$ cat config.mk
export PLATFORM = sky130hd
export DESIGN_NAME = int_exec_unit
export DESIGN_NICKNAME = d
export VERILOG_FILES = /design/src/rtl/exec_unit_pkg.sv /design/src/rtl/exec_opsel.sv /design/src/rtl/exec_addcmp.sv /design/src/rtl/exec_shift.sv /design/src/rtl/int_exec_unit.sv
export SDC_FILE = /design/constraint.sdc
export NUM_CORES = 1
export LEC_CHECK = 0
export BUFFER_PORTS_ARGS = -buffer_cell sky130_fd_sc_hd__buf_2
export CORE_MARGIN = 1
export CORE_UTILIZATION = 64
export DETAILED_ROUTE_END_ITERATION = 7
export PLACE_DENSITY = 0.89
export SLEW_MARGIN = 20
export SYNTH_ARGS = -nofsm -noshare
export SYNTH_HDL_FRONTEND = slang
export SYNTH_HIERARCHICAL = 1
export SYNTH_SLANG_ARGS = --single-unit
export TNS_END_PERCENT = 20
$ cat constraint.sdc
create_clock -name clk -period 14.6 [get_ports clk]
set_clock_uncertainty 0.2 [all_clocks]
set_input_delay 2.19 -clock clk [delete_from_list [all_inputs] [get_ports clk]]
set_output_delay 2.19 -clock clk [all_outputs]
set_load 0.01 [all_outputs]
$ cat src/rtl/exec_unit_pkg.sv
package exec_unit_pkg;

  localparam int FN_W = 4;

  typedef enum logic [FN_W-1:0] {
    FN_ADD   = 4'd0,
    FN_XOR   = 4'd1,
    FN_OR    = 4'd2,
    FN_AND   = 4'd3,
    FN_SHL   = 4'd4,
    FN_SHR   = 4'd5,
    FN_SLT   = 4'd6,
    FN_SLTU  = 4'd7,
    FN_PASSB = 4'd8
  } fn_code_e;

endpackage

$ cat src/rtl/exec_opsel.sv
module exec_opsel #(
  parameter int WIDTH = 32
) (
  input  logic             a_use_pc,
  input  logic             b_use_imm,
  input  logic [WIDTH-1:0] reg_a,
  input  logic [WIDTH-1:0] reg_b,
  input  logic [WIDTH-1:0] pc_in,
  input  logic [WIDTH-1:0] imm_in,
  output logic [WIDTH-1:0] opnd_a,
  output logic [WIDTH-1:0] opnd_b
);

  function automatic logic [WIDTH-1:0] pick(input logic sel,
                                            input logic [WIDTH-1:0] when0,
                                            input logic [WIDTH-1:0] when1);
    return sel ? when1 : when0;
  endfunction

  assign opnd_a = pick(a_use_pc, reg_a, pc_in);
  assign opnd_b = pick(b_use_imm, reg_b, imm_in);

endmodule

$ cat src/rtl/exec_addcmp.sv
module exec_addcmp #(
  parameter int WIDTH = 32
) (
  input  logic [WIDTH-1:0] opnd_a,
  input  logic [WIDTH-1:0] opnd_b,
  input  logic             do_sub,
  output logic [WIDTH-1:0] sum,
  output logic             lt_signed,
  output logic             lt_unsigned
);

  // Adds with an optional inverted B plus carry-in; returns carry out on top.
  function automatic logic [WIDTH:0] add_ext(input logic [WIDTH-1:0] x,
                                             input logic [WIDTH-1:0] y,
                                             input logic inv);
    logic [WIDTH-1:0] yy;
    yy = inv ? ~y : y;
    return {1'b0, x} + {1'b0, yy} + {{WIDTH{1'b0}}, inv};
  endfunction

  logic [WIDTH:0] full;
  logic           carry;
  logic           ovf;

  assign full  = add_ext(opnd_a, opnd_b, do_sub);
  assign sum   = full[WIDTH-1:0];
  assign carry = full[WIDTH];
  // Subtraction overflows when the signs of A and B differ and the sign of the
  // difference does not match the sign of A.
  assign ovf   = (opnd_a[WIDTH-1] != opnd_b[WIDTH-1]) &&
                 (sum[WIDTH-1] != opnd_a[WIDTH-1]);

  // These flags are meaningful only when do_sub is set.
  assign lt_unsigned = ~carry;
  assign lt_signed   = sum[WIDTH-1] ^ ovf;

endmodule

$ cat src/rtl/exec_shift.sv
module exec_shift #(
  parameter int WIDTH = 32,
  localparam int SHW = $clog2(WIDTH)
) (
  input  logic [WIDTH-1:0] data_in,
  input  logic [SHW-1:0]   amount,
  input  logic             to_left,
  input  logic             arith,
  output logic [WIDTH-1:0] data_out
);

  function automatic logic [WIDTH-1:0] flip(input logic [WIDTH-1:0] v);
    logic [WIDTH-1:0] r;
    for (int i = 0; i < WIDTH; i++) r[i] = v[WIDTH-1-i];
    return r;
  endfunction

  logic [WIDTH-1:0] stage [0:SHW];
  logic             fill;

  // A left shift is done as a right shift of the bit-reversed word.
  assign stage[0] = to_left ? flip(data_in) : data_in;
  assign fill     = arith & ~to_left & data_in[WIDTH-1];

  for (genvar s = 0; s < SHW; s++) begin : g_stage
    localparam int STEP = 1 << s;
    assign stage[s+1] = amount[s]
                      ? {{STEP{fill}}, stage[s][WIDTH-1:STEP]}
                      : stage[s];
  end

  assign data_out = to_left ? flip(stage[SHW]) : stage[SHW];

endmodule

$ cat src/rtl/int_exec_unit.sv
module int_exec_unit
  import exec_unit_pkg::*;
#(
  parameter int WIDTH = 32,
  localparam int SHW = $clog2(WIDTH)
) (
  input  logic             clk,
  input  logic             rst,
  input  logic             a_use_pc,
  input  logic             b_use_imm,
  input  logic [3:0]       func_code,
  input  logic             func_alt,
  input  logic [WIDTH-1:0] reg_a,
  input  logic [WIDTH-1:0] reg_b,
  input  logic [WIDTH-1:0] pc_in,
  input  logic [WIDTH-1:0] imm_in,
  output logic [WIDTH-1:0] result_q
);

  logic [WIDTH-1:0] opnd_a;
  logic [WIDTH-1:0] opnd_b;
  logic [WIDTH-1:0] sum_raw;
  logic [WIDTH-1:0] shift_raw;
  logic             lt_s;
  logic             lt_u;
  logic             adder_sub;
  logic             shift_left;
  logic             shift_arith;
  logic [WIDTH-1:0] next_result;

  function automatic logic [WIDTH-1:0] bitwise(input logic [3:0] code,
                                               input logic [WIDTH-1:0] x,
                                               input logic [WIDTH-1:0] y);
    case (code)
      FN_XOR:  return x ^ y;
      FN_OR:   return x | y;
      default: return x & y;
    endcase
  endfunction

  function automatic logic [WIDTH-1:0] as_bool(input logic f);
    return {{(WIDTH-1){1'b0}}, f};
  endfunction

  exec_opsel #(.WIDTH(WIDTH)) u_opsel (
    .a_use_pc (a_use_pc),
    .b_use_imm(b_use_imm),
    .reg_a    (reg_a),
    .reg_b    (reg_b),
    .pc_in    (pc_in),
    .imm_in   (imm_in),
    .opnd_a   (opnd_a),
    .opnd_b   (opnd_b)
  );

  // The compare codes always subtract; the modifier only matters for the add code.
  assign adder_sub = ((func_code == FN_ADD) & func_alt) |
                     (func_code == FN_SLT) | (func_code == FN_SLTU);

  exec_addcmp #(.WIDTH(WIDTH)) u_addcmp (
    .opnd_a     (opnd_a),
    .opnd_b     (opnd_b),
    .do_sub     (adder_sub),
    .sum        (sum_raw),
    .lt_signed  (lt_s),
    .lt_unsigned(lt_u)
  );

  assign shift_left  = (func_code == FN_SHL);
  assign shift_arith = func_alt & (func_code == FN_SHR);

  exec_shift #(.WIDTH(WIDTH)) u_shift (
    .data_in (opnd_a),
    .amount  (opnd_b[SHW-1:0]),
    .to_left (shift_left),
    .arith   (shift_arith),
    .data_out(shift_raw)
  );

  always_comb begin
    case (func_code)
      FN_ADD:                 next_result = sum_raw;
      FN_XOR, FN_OR, FN_AND:  next_result = bitwise(func_code, opnd_a, opnd_b);
      FN_SHL, FN_SHR:         next_result = shift_raw;
      FN_SLT:                 next_result = as_bool(lt_s);
      FN_SLTU:                next_result = as_bool(lt_u);
      FN_PASSB:               next_result = opnd_b;
      default:                next_result = '0;
    endcase
  end

  always_ff @(posedge clk) begin
    if (rst) result_q <= '0;
    else     result_q <= next_result;
  end

endmodule

==> metrics.md, run 1 <==
| Metric | Value |
|---|---|
| Final WL | `39.63 mm` |
| Total power | `794.0 uW` |
| Core Region | `15370 um^2` |
| Biggest regs | `result_q: 32 flops` |
| EDFF count, synth | `0` |
| Layout Utilization | `71.15%` |
| Post-CTS Resized | `0` |
| Gr busiest metal | `met2` |
| CTS Hold Buffers Added | `0` |
| Layout cells sized above 1 | `28.33%` |
| Maximum vdd drop | `44.57 uV` |
| Worst Max-Slew Pin Slew | `1.105 ns` |
| Final min period | `7.061 ns` |
| Area of the multi-input gates | `8623 um^2` |
| Critical Path Sink | `result_q[20]$_SDFF_PP0_` |
| Die height | `128.2 um` |
| Met1 Usage GRT | `60.05%` |
| Top_reg_cell synth | `dfxtp_1` |
| Hold crit path type | `input port to flop` |
| Highest Clock Rate | `141.6 MHz` |
| Fill count | `1166` |
| Storage element area | `640.6 um^2` |
| Nets | `1538` |
| Clock root buffer | `clkbuf_16` |
| Violated checks | `design-rule violations` |
| Die X | `128.2 um` |
| Setup_tns | `0 ns` |
| Met2 GRT Util | `69.25%` |
| Register area share after synthesis | `6.281%` |
| First drt pass iteration count | `8` |
| Post-synth ARST share | `0%` |
| Port Buffers | `168` |
| Pwr dens | `72.60 nW/um^2` |
| Crit path DAT | `7.05 ns` |
| Outcome | `complete, but fails checks` |
| DRC | `1` |
| Congestion Overflow GR | `0` |
| Setup-failing EPs final | `0` |
| Syn nets | `1449` |
| Clk pin slew, worst setup/hold paths | `0.07 ns` |
| Vias | `11120` |
| Synthesized flop and latch total | `32` |
| Routed vias/inst | `7.315` |
| H-tree depth | `2` |
| Die ar. | `16450 um^2` |
| CTS tree | `built` |
| Vias in the first global route | `10240` |
| Post-Synthesis Cell Area | `10200 um^2` |
| Worst setup EP type | `flop` |
| DR WL/cell | `26.07 um` |
| Post-DRT Antenna Nets | `0` |
| Min Hold Slack | `2.071 ns` |
| Met3 Use GR | `18.24%` |
| Worst slew margin | `26.05%` |
| Setup Crit Path Kind | `input port to flop` |
| Crit path max fanout | `41` |
| Standard-cell rows | `45` |
| Syn Inst Count | `1216` |
| RSZ-0062 raised after global routing | `no` |
| Post CTS Setup Buffer Count | `0` |
| GPL Wtd Cong | `1.075` |
| Initial Utilization | `66.36%` |
| Clock buffer count from CTS | `5` |
| Startpoint Class | `input port` |
| Biggest register | `result_q` |
| I/O pin cnt | `169` |
| Max-cap violations | `0` |
| CTS sink count | `32` |
| Final hold vios | `0` |
| DRT iter0 DRCs | `1879` |
| Synth Warn # | `6` |
| CP Data Required Time | `14.59 ns` |
| Total track usage | `47.86%` |
| Layout area overhead | `7.225%` |
| Largest net degree at the start of global routing | `74` |
| First-pass GRT wire length | `59.23 mm` |
| Syn Area/Cell | `8.388 um^2` |
| Maximum clock insertion buffer count | `2` |
| Final cycle utilization of the critical path | `48.36%` |
| Max reg flops | `32` |
| Worst Setup SP | `func_code[1]` |
| DPL Wire Length | `29.07 mm` |
| Leak | `5.142 nW` |
| Initial antenna violation count | `2` |
| Max Slew Vio Count | `0` |
| Netlist cell types | `84` |
## synthesized netlist by cell type, types with 33 or more instances
master	number	area, um^2
ha_1	95	1189
nand2_1	80	300.3
mux2i_1	33	330.3
a22oi_1	45	337.8
mux4_2	48	1081
o22ai_1	33	206.5
inv_1	95	356.6
a21oi_1	58	290.3
mux2_2	52	585.6
mux2_4	60	900.9
nor2_1	96	360.4
xor2_1	41	359.1
## area by class of cell
| class | instances | area share [%] |
|---|---|---|
| Multi-Input combinational cell | 994 | 78.85 |
| Timing Repair Buffer | 175 | 8.168 |
| Sequential cell | 32 | 5.857 |
| Inverter | 97 | 3.329 |
| Tap cell | 211 | 2.414 |
| Clock buffer | 5 | 1.144 |
| Clock inverter | 3 | 0.1716 |
| Antenna cell | 3 | 0.06864 |
## power breakdown
part	total [mW]	switching, mW	internal (mW)
Sequential	0.0931	0.00167	0.0914
Combinational	0.592	0.356	0.236
Clock	0.109	0.0458	0.0630
## routing by layer
metal,vias to the layer above,part of all wire (%)
li1,4728,-
met1,5145,36
met2,1002,41
met3,244,16
met4,0,7.0
met5,-,0
## critical path, cell delays in order
cell and delay (ns):
buf_2 0.75, a21oi_1 0.25, nor2_4 0.13, buf_4 0.49
xor2_1 0.30, inv_1 0.11, fa_1 0.45, nor2b_1 0.25
o211ai_2 0.17, a31oi_4 0.29, o21ai_2 0.16, a21oi_1 0.25
or4_1 0.15, o2111ai_1 0.39, a22oi_1 0.33, o22ai_1 0.11
o21a_1 0.20
## logic make-up after synthesis
family | Yosys count | share of synthesized area [%]
muxes | 196 | 28.85
buffers and inverters | 190 | 9.372
AOI/OAI and AO/OA | 351 | 24.80
xor gates and xnor gates | 60 | 5.226
adders and majority gates | 97 | 11.96
and+or+nand+nor | 290 | 13.51
DFF | 32 | 6.281
## worst min-delay path by stage
stage	start	end	slack (ns)	depth (start not counted)
final	rst	result_q[3]$_SDFF_PP0_	2.07	3
after global routing	rst	result_q[11]$_SDFF_PP0_	2.10	3
after CTS	rst	result_q[3]$_SDFF_PP0_	2.07	3
after detailed placement	rst	result_q[4]$_SDFF_PP0_	2.37	3
after global placement	rst	result_q[3]$_SDFF_PP0_	2.36	3
after floorplan	rst	result_q[11]$_SDFF_PP0_	2.16	2
## per-stage QoR
| stage | worst slack [ns] | std cells | area (um^2) |
|---|---|---|---|
| floorplan | 8.311 | 1216 | 10200 |
| global placement | 7.660 | 1509 | 10780 |
| detailed placement | 7.586 | 1509 | 10780 |
| CTS | 7.800 | 1517 | 10920 |
| global route | 7.430 | 1518 | 10930 |
| finish | 7.539 | 1520 | 10940 |
## placed cells by master, fill, tap and decap left out, types with 8 or more instances in the layout
master / synthesis / layout
buf_2: 29 / 168
inv_1: 95 / 95
nor2_1: 96 / 95
ha_1: 95 / 95
nand2_1: 80 / 80
mux2_4: 60 / 60
a21oi_1: 58 / 58
mux2_2: 52 / 52
mux4_2: 48 / 48
a22oi_1: 45 / 45
xor2_1: 41 / 41
o22ai_1: 33 / 33
mux2i_1: 33 / 33
dfxtp_1: 32 / 32
a2bb2oi_1: 31 / 31
o21ai_0: 25 / 25
o21a_1: 23 / 23
nand3_1: 22 / 22
xnor2_1: 18 / 18
a21o_1: 17 / 17
a31oi_1: 16 / 16
nor2b_1: 14 / 14
a211oi_1: 13 / 13
nand2b_1: 12 / 12
nand4_1: 11 / 11
nor3_1: 11 / 11
o211ai_1: 9 / 9
o21ai_1: 8 / 8
Note: power is estimated with default switching activity, not from simulation.
==> run 2, diff against run 1 <==
CORE_UTILIZATION = 54   (was 64)
PLACE_DENSITY = 0.8   (was 0.89)
clock period = 6.3 ns   (was 14.6 ns; I/O delays follow)
==> run 2 against run 1 <==
The run now ends clean. Wire length is 1.4% higher. Hold slack worse by 1.2 ns. Via count is 3.1% lower. Utilization is 10 points lower. Non-clock buffer count is 15 higher. Power is 140% higher. Flip-flop and latch count stayed put. Sequential share of layout area is 0.086 points lower. Combinational power is 130% higher. Setup slack worse by 6.3 ns. Global-route usage is 7.3 points lower. Clock power grew to 2.9 times the previous value. Largest cell class unchanged. Largest power group unchanged.
==> metrics.md, run 2 (synthesis results as in run 1) <==
| Metric | Value |
|---|---|
| Maximum vdd drop | `116.5 uV` |
| Maximum clock insertion buffer count | `2` |
| Post-DP Area | `10910 um^2` |
| Clock power frac | `16.7%` |
| Top layer used by detailed routing | `met5` |
| Vias in the first global route | `9896` |
| DRT iter0 DRCs | `1558` |
| Most common cell after layout, fill and taps aside | `buf_2` |
| DRC | `0` |
| Core Region | `18210 um^2` |
| Total track usage | `40.56%` |
| Largest net degree at the start of global routing | `69` |
| Crit path DAT | `5.00 ns` |
| CTS tree | `built` |
| Worst setup EP type | `flop` |
| Most frequent cells in the layout | `buf_2 (168), inv_1 (95), ha_1 (95), nor2_1 (94), nand2_1 (80)` |
| Seq pwr share | `11.3%` |
| Clk pin slew, worst setup/hold paths | `0.07 ns` |
| Worst path cell trace | `buf_2, nor4b_1, a21oi_1, nor2_4, buf_4, xor2_1, ha_1, a21oi_1, o21ai_0, or2_1, a211oi_1, nor2_1, a31oi_1, xnor2_1, mux4_2, a2bb2oi_1, nor2_1` |
| Leak | `5.228 nW` |
| DPL Wire Length | `30.32 mm` |
| Final hold vios | `0` |
| Outcome | `complete, no violations` |
| I/O pin cnt | `169` |
| Max incr delay on CP | `0.56 ns` |
| Total power | `1.910 mW` |
| Fill count | `1648` |
| CTS Hold Buffers Added | `0` |
| Die height | `139.4 um` |
| Levels on crit path | `17` |
| Routed vias/inst | `6.948` |
| Pwr dens | `172.1 nW/um^2` |
| Placed Cells | `1542` |
| Inserted Diodes | `0` |
| Setup Crit Path Kind | `input port to flop` |
| Switching Fraction | `49.03%` |
| Layout cells sized above 1 | `29.22%` |
| DP Worst Slack | `0.9629 ns` |
| Port Buffers | `168` |
| Initial antenna violation count | `0` |
| Final WL | `40.17 mm` |
| Layout Utilization | `60.96%` |
| Min Hold Slack | `0.8296 ns` |
| Worst slew margin | `27.12%` |
| Initial Utilization | `56.02%` |
| Max-cap violations | `0` |
| Vias | `10770` |
| Biggest regs | `result_q: 32 flops` |
| Congestion Overflow GR | `0` |
| Die ar. | `19440 um^2` |
| Crit path max fanout | `19` |
| Clock root buffer | `clkbuf_16` |
| Biggest register | `result_q` |
| Fin worst setup slack | `1.261 ns` |
| Met2 routed WL | `16.54 mm` |
| Final cell count without fillers | `1550` |
| Layout area overhead | `8.820%` |
| First-pass GRT wire length | `59.29 mm` |
| Final min period | `5.039 ns` |
| Hold Path Cell Cnt | `3` |
| Internal power | `973.6 uW` |
| Switch Pwr | `936.6 uW` |
| Setup-failing EPs final | `0` |
| WP buf/inv | `2` |
| Post-DRT Antenna Nets | `0` |
| Final cycle utilization of the critical path | `79.99%` |
| Startpoint Class | `input port` |
| Gate power share | `72.0%` |
| Hold crit path type | `input port to flop` |
| Clock buffer count from CTS | `5` |
| Worst Max-Slew Pin Slew | `1.088 ns` |
| Post CTS Setup Buffer Count | `0` |
| Met3 wire len | `5.452 mm` |
| Standard-cell rows | `49` |
| Die X | `139.4 um` |
| Metal-1 WL | `16.06 mm` |
| RSZ-0062 raised after global routing | `no` |
| Setup_tns | `0 ns` |
| CTS sink count | `32` |
| Nets | `1553` |
| Max Slew Vio Count | `0` |
| Max reg flops | `32` |
| Fin area | `11100 um^2` |
| Slowest CP cell | `nor2_4` |
| Post-CTS Resized | `0` |
| First drt pass iteration count | `5` |
| GPL Wtd Cong | `0.9894` |
| H-tree depth | `2` |
| CP top delay family | `simple AND/OR/NAND/NOR gates` |
| Highest Clock Rate | `198.4 MHz` |
| DR WL/cell | `25.92 um` |
| CP Data Required Time | `6.26 ns` |
-- run 2: final timing paths --
| check | from | to |
|---|---|---|
| max | func_code[1] | result_q[26]$_SDFF_PP0_ |
| min | rst | result_q[12]$_SDFF_PP0_ |
-- run 2: layout make-up --
| class | count | area [um^2] | area share (%) |
|---|---|---|---|
| Clock buffer | 7 | 152.6 | 1.375 |
| Inverter | 97 | 364.1 | 3.280 |
| Timing Repair Buffer | 190 | 1006 | 9.063 |
| Clock inverter | 1 | 30.03 | 0.2705 |
| Multi-Input combinational cell | 994 | 8620 | 77.66 |
| Tap cell | 229 | 286.5 | 2.581 |
| Sequential cell | 32 | 640.6 | 5.772 |
-- run 2: tightest hold or removal path, stage by stage --
cell	delay, ns
buf_2	0.12
a21oi_4	0.09
o21a_1	0.11
-- run 2: power by group through the flow --
stage	clock network, mW	registers [mW]	logic, mW
floorplan	0	0.224	0.942
global placement	0	0.220	1.31
detailed placement	0	0.219	1.31
CTS	0.320	0.215	1.32
global route	0.327	0.216	1.44
finish	0.320	0.215	1.38
-- run 2: per-layer routing --
layer / global-route usage, % / up-vias
met1: 55.27 / 5060
met2: 57.26 / 823
met4: 21.75 / 2
met5: 2.757 / -
met3: 11.39 / 134
li1: - / 4751
==> run 3, diff against run 2 <==
clock period = 4.38 ns   (was 6.3 ns; I/O delays follow)
==> run 3 against run 2 <==
Clock power up 15%. Via count up 5.1%. Highest routed layer is now met4. First-iteration DRC count is 22% higher. Sequential power rose by 45%. Die area stayed put.
==> metrics.md, run 3 (synthesis results as in run 1) <==
| Metric | Value |
|---|---|
| Gr busiest metal | `met2` |
| Vias | `11320` |
| CP Data Required Time | `4.33 ns` |
| Met3 Use GR | `17.27%` |
| DRC | `0` |
| Clock root buffer | `clkbuf_16` |
| First-pass GRT wire length | `63.14 mm` |
| Most common cell after layout, fill and taps aside | `buf_2` |
| CTS sink count | `32` |
| Vias in the first global route | `10480` |
| DR WL/cell | `25.85 um` |
| Standard-cell rows | `49` |
| Clk pin slew, worst setup/hold paths | `0.06 ns` |
| Initial antenna violation count | `2` |
| Nets | `1649` |
| Routed vias/inst | `6.865` |
| Fill count | `1559` |
| Min Hold Slack | `0.5293 ns` |
| Biggest register | `result_q` |
| Largest net degree at the start of global routing | `52` |
| Worst Max-Slew Pin Slew | `1.106 ns` |
| Post-DP Area | `11770 um^2` |
| DPL Wire Length | `33.84 mm` |
| Final WL | `42.63 mm` |
| Maximum clock insertion buffer count | `2` |
| GPL Wtd Cong | `1.049` |
| Biggest regs | `result_q: 32 flops` |
| Crit path DAT | `4.22 ns` |
| Max incr delay on CP | `0.46 ns` |
| H-tree depth | `2` |
| Hold crit path type | `input port to flop` |
| Final cycle utilization of the critical path | `97.48%` |
| Layout area overhead | `17.38%` |
| Highest Clock Rate | `234.2 MHz` |
| Outcome | `complete, no violations` |
| Clock buffer count from CTS | `5` |
| Setup-failing EPs final | `0` |
| Met1 Usage GRT | `55.84%` |
| Final min period | `4.269 ns` |
| Setup Crit Path Kind | `input port to flop` |
| Die ar. | `19440 um^2` |
| Worst slew margin | `25.92%` |
| Congestion Overflow GR | `0` |
| Crit path max fanout | `18` |
| Max Slew Vio Count | `0` |
| Leak | `5.723 nW` |
| Final hold vios | `0` |
| Post-DRT Antenna Nets | `0` |
| Layout cells sized above 1 | `34.93%` |
| Port Buffers | `168` |
| Fin area | `11970 um^2` |
| I/O pin cnt | `169` |
| RSZ-0062 raised after global routing | `yes` |
| Die height | `139.4 um` |
| Startpoint Class | `input port` |
| DRT iter0 DRCs | `1904` |
| Max reg flops | `32` |
| Slowest CP cell | `mux4_2` |
| Met2 GRT Util | `61.41%` |
| Pwr dens | `242.7 nW/um^2` |
| First drt pass iteration count | `6` |
| Initial Utilization | `56.02%` |
| Total track usage | `42.97%` |
| Max-cap violations | `0` |
| Maximum vdd drop | `154.6 uV` |
| Worst path cell trace | `buf_2, nor4b_2, a21oi_1, nor2_4, buf_4, buf_12, xor2_1, ha_1, nand2_2, o221ai_1, o31a_1, o21ai_1, o21ai_1, a21oi_1, xnor2_1, mux4_2, a2bb2oi_1, nor2_1` |
| Worst setup EP type | `flop` |
| Core Region | `18210 um^2` |
| Most frequent cells in the layout | `buf_2 (168), buf_4 (108), inv_1 (95), ha_1 (95), nor2_1 (94)` |
| Die X | `139.4 um` |
| CTS tree | `built` |
-- run 3: cell types whose count changed in the layout (fill, tap and decap cells not counted), sizes merged --
cell / before / now
diode: 0 / 3
bufinv: 1 / 0
clkbuf: 7 / 5
clkinv: 2 / 5
buf: 190 / 286
-- run 3: through the flow --
| step | utilization (%) | total power [mW] | cells | worst slack (ns) | setup TNS [ns] |
|---|---|---|---|---|---|
| 4_1_cts | 65.42 | 2.794 | 1645 | 0.1941 | 0 |
| 5_1_grt | 65.71 | 3.018 | 1646 | -0.02817 | -0.02817 |
| 6_report | 65.75 | 2.906 | 1649 | 0.1106 | 0 |
| 2_1_floorplan | - | 1.683 | 1216 | 0.0002802 | 0 |
| 3_3_place_gp | 64.63 | 2.402 | 1637 | -0.03559 | -0.04718 |
| 3_5_place_dp | 64.63 | 2.421 | 1637 | -0.08031 | -0.1375 |
-- run 3: final timing paths --
check,from,to,slack [ns],depth (start not counted)
worst max-delay path,func_code[0],result_q[25]$_SDFF_PP0_,0.11,18
worst min-delay path,func_code[2],result_q[19]$_SDFF_PP0_,0.53,3
-- run 3: worst max-delay path, delay by kind of cell --
| kind | cells | cell delay [ns] |
|---|---|---|
| adder cells (fa/ha/maj) | 1 | 0.38 |
| XOR/XNOR | 2 | 0.29 |
| multiplexers | 1 | 0.46 |
| buffers and inverters | 3 | 0.46 |
| AND/OR/NAND/NOR | 4 | 0.68 |
| AO/OA/AOI/OAI | 7 | 1.27 |
-- run 3: timing repair --
| item | CTS | global route |
|---|---|---|
| setup buffers | 0 | 1 |
| endpoints found under the setup margin | 0 | 1 |
| gates resized for setup | 0 | 11 |
| hold buffers | 0 | 0 |
-- run 3: where the power goes --
part           total (mW)  internal [mW]  leakage, nW  switching, mW
Clock               0.367          0.210       0.0736          0.157
Sequential          0.311          0.305        0.260        0.00577
Combinational        2.23          0.944         5.39           1.28
Total                2.91           1.46         5.72           1.45
-- run 3: area by class of cell --
class	count	area, um^2	area share, %
repair buffers	286	1852	15.47
flip-flops and latches	32	640.6	5.351
clock inverters	3	18.77	0.1568
diodes	3	7.507	0.06270
multi-input cells	994	8678	72.48
inverters	97	364.1	3.041
clock buffers	5	125.1	1.045
well taps	229	286.5	2.393
-- run 3: metal layers --
metal  share of wire [%]  wire, um
met1                  39     16630
met2                  41     17320
met3                  15      6444
met4                 5.2      2230
met5                   0         0
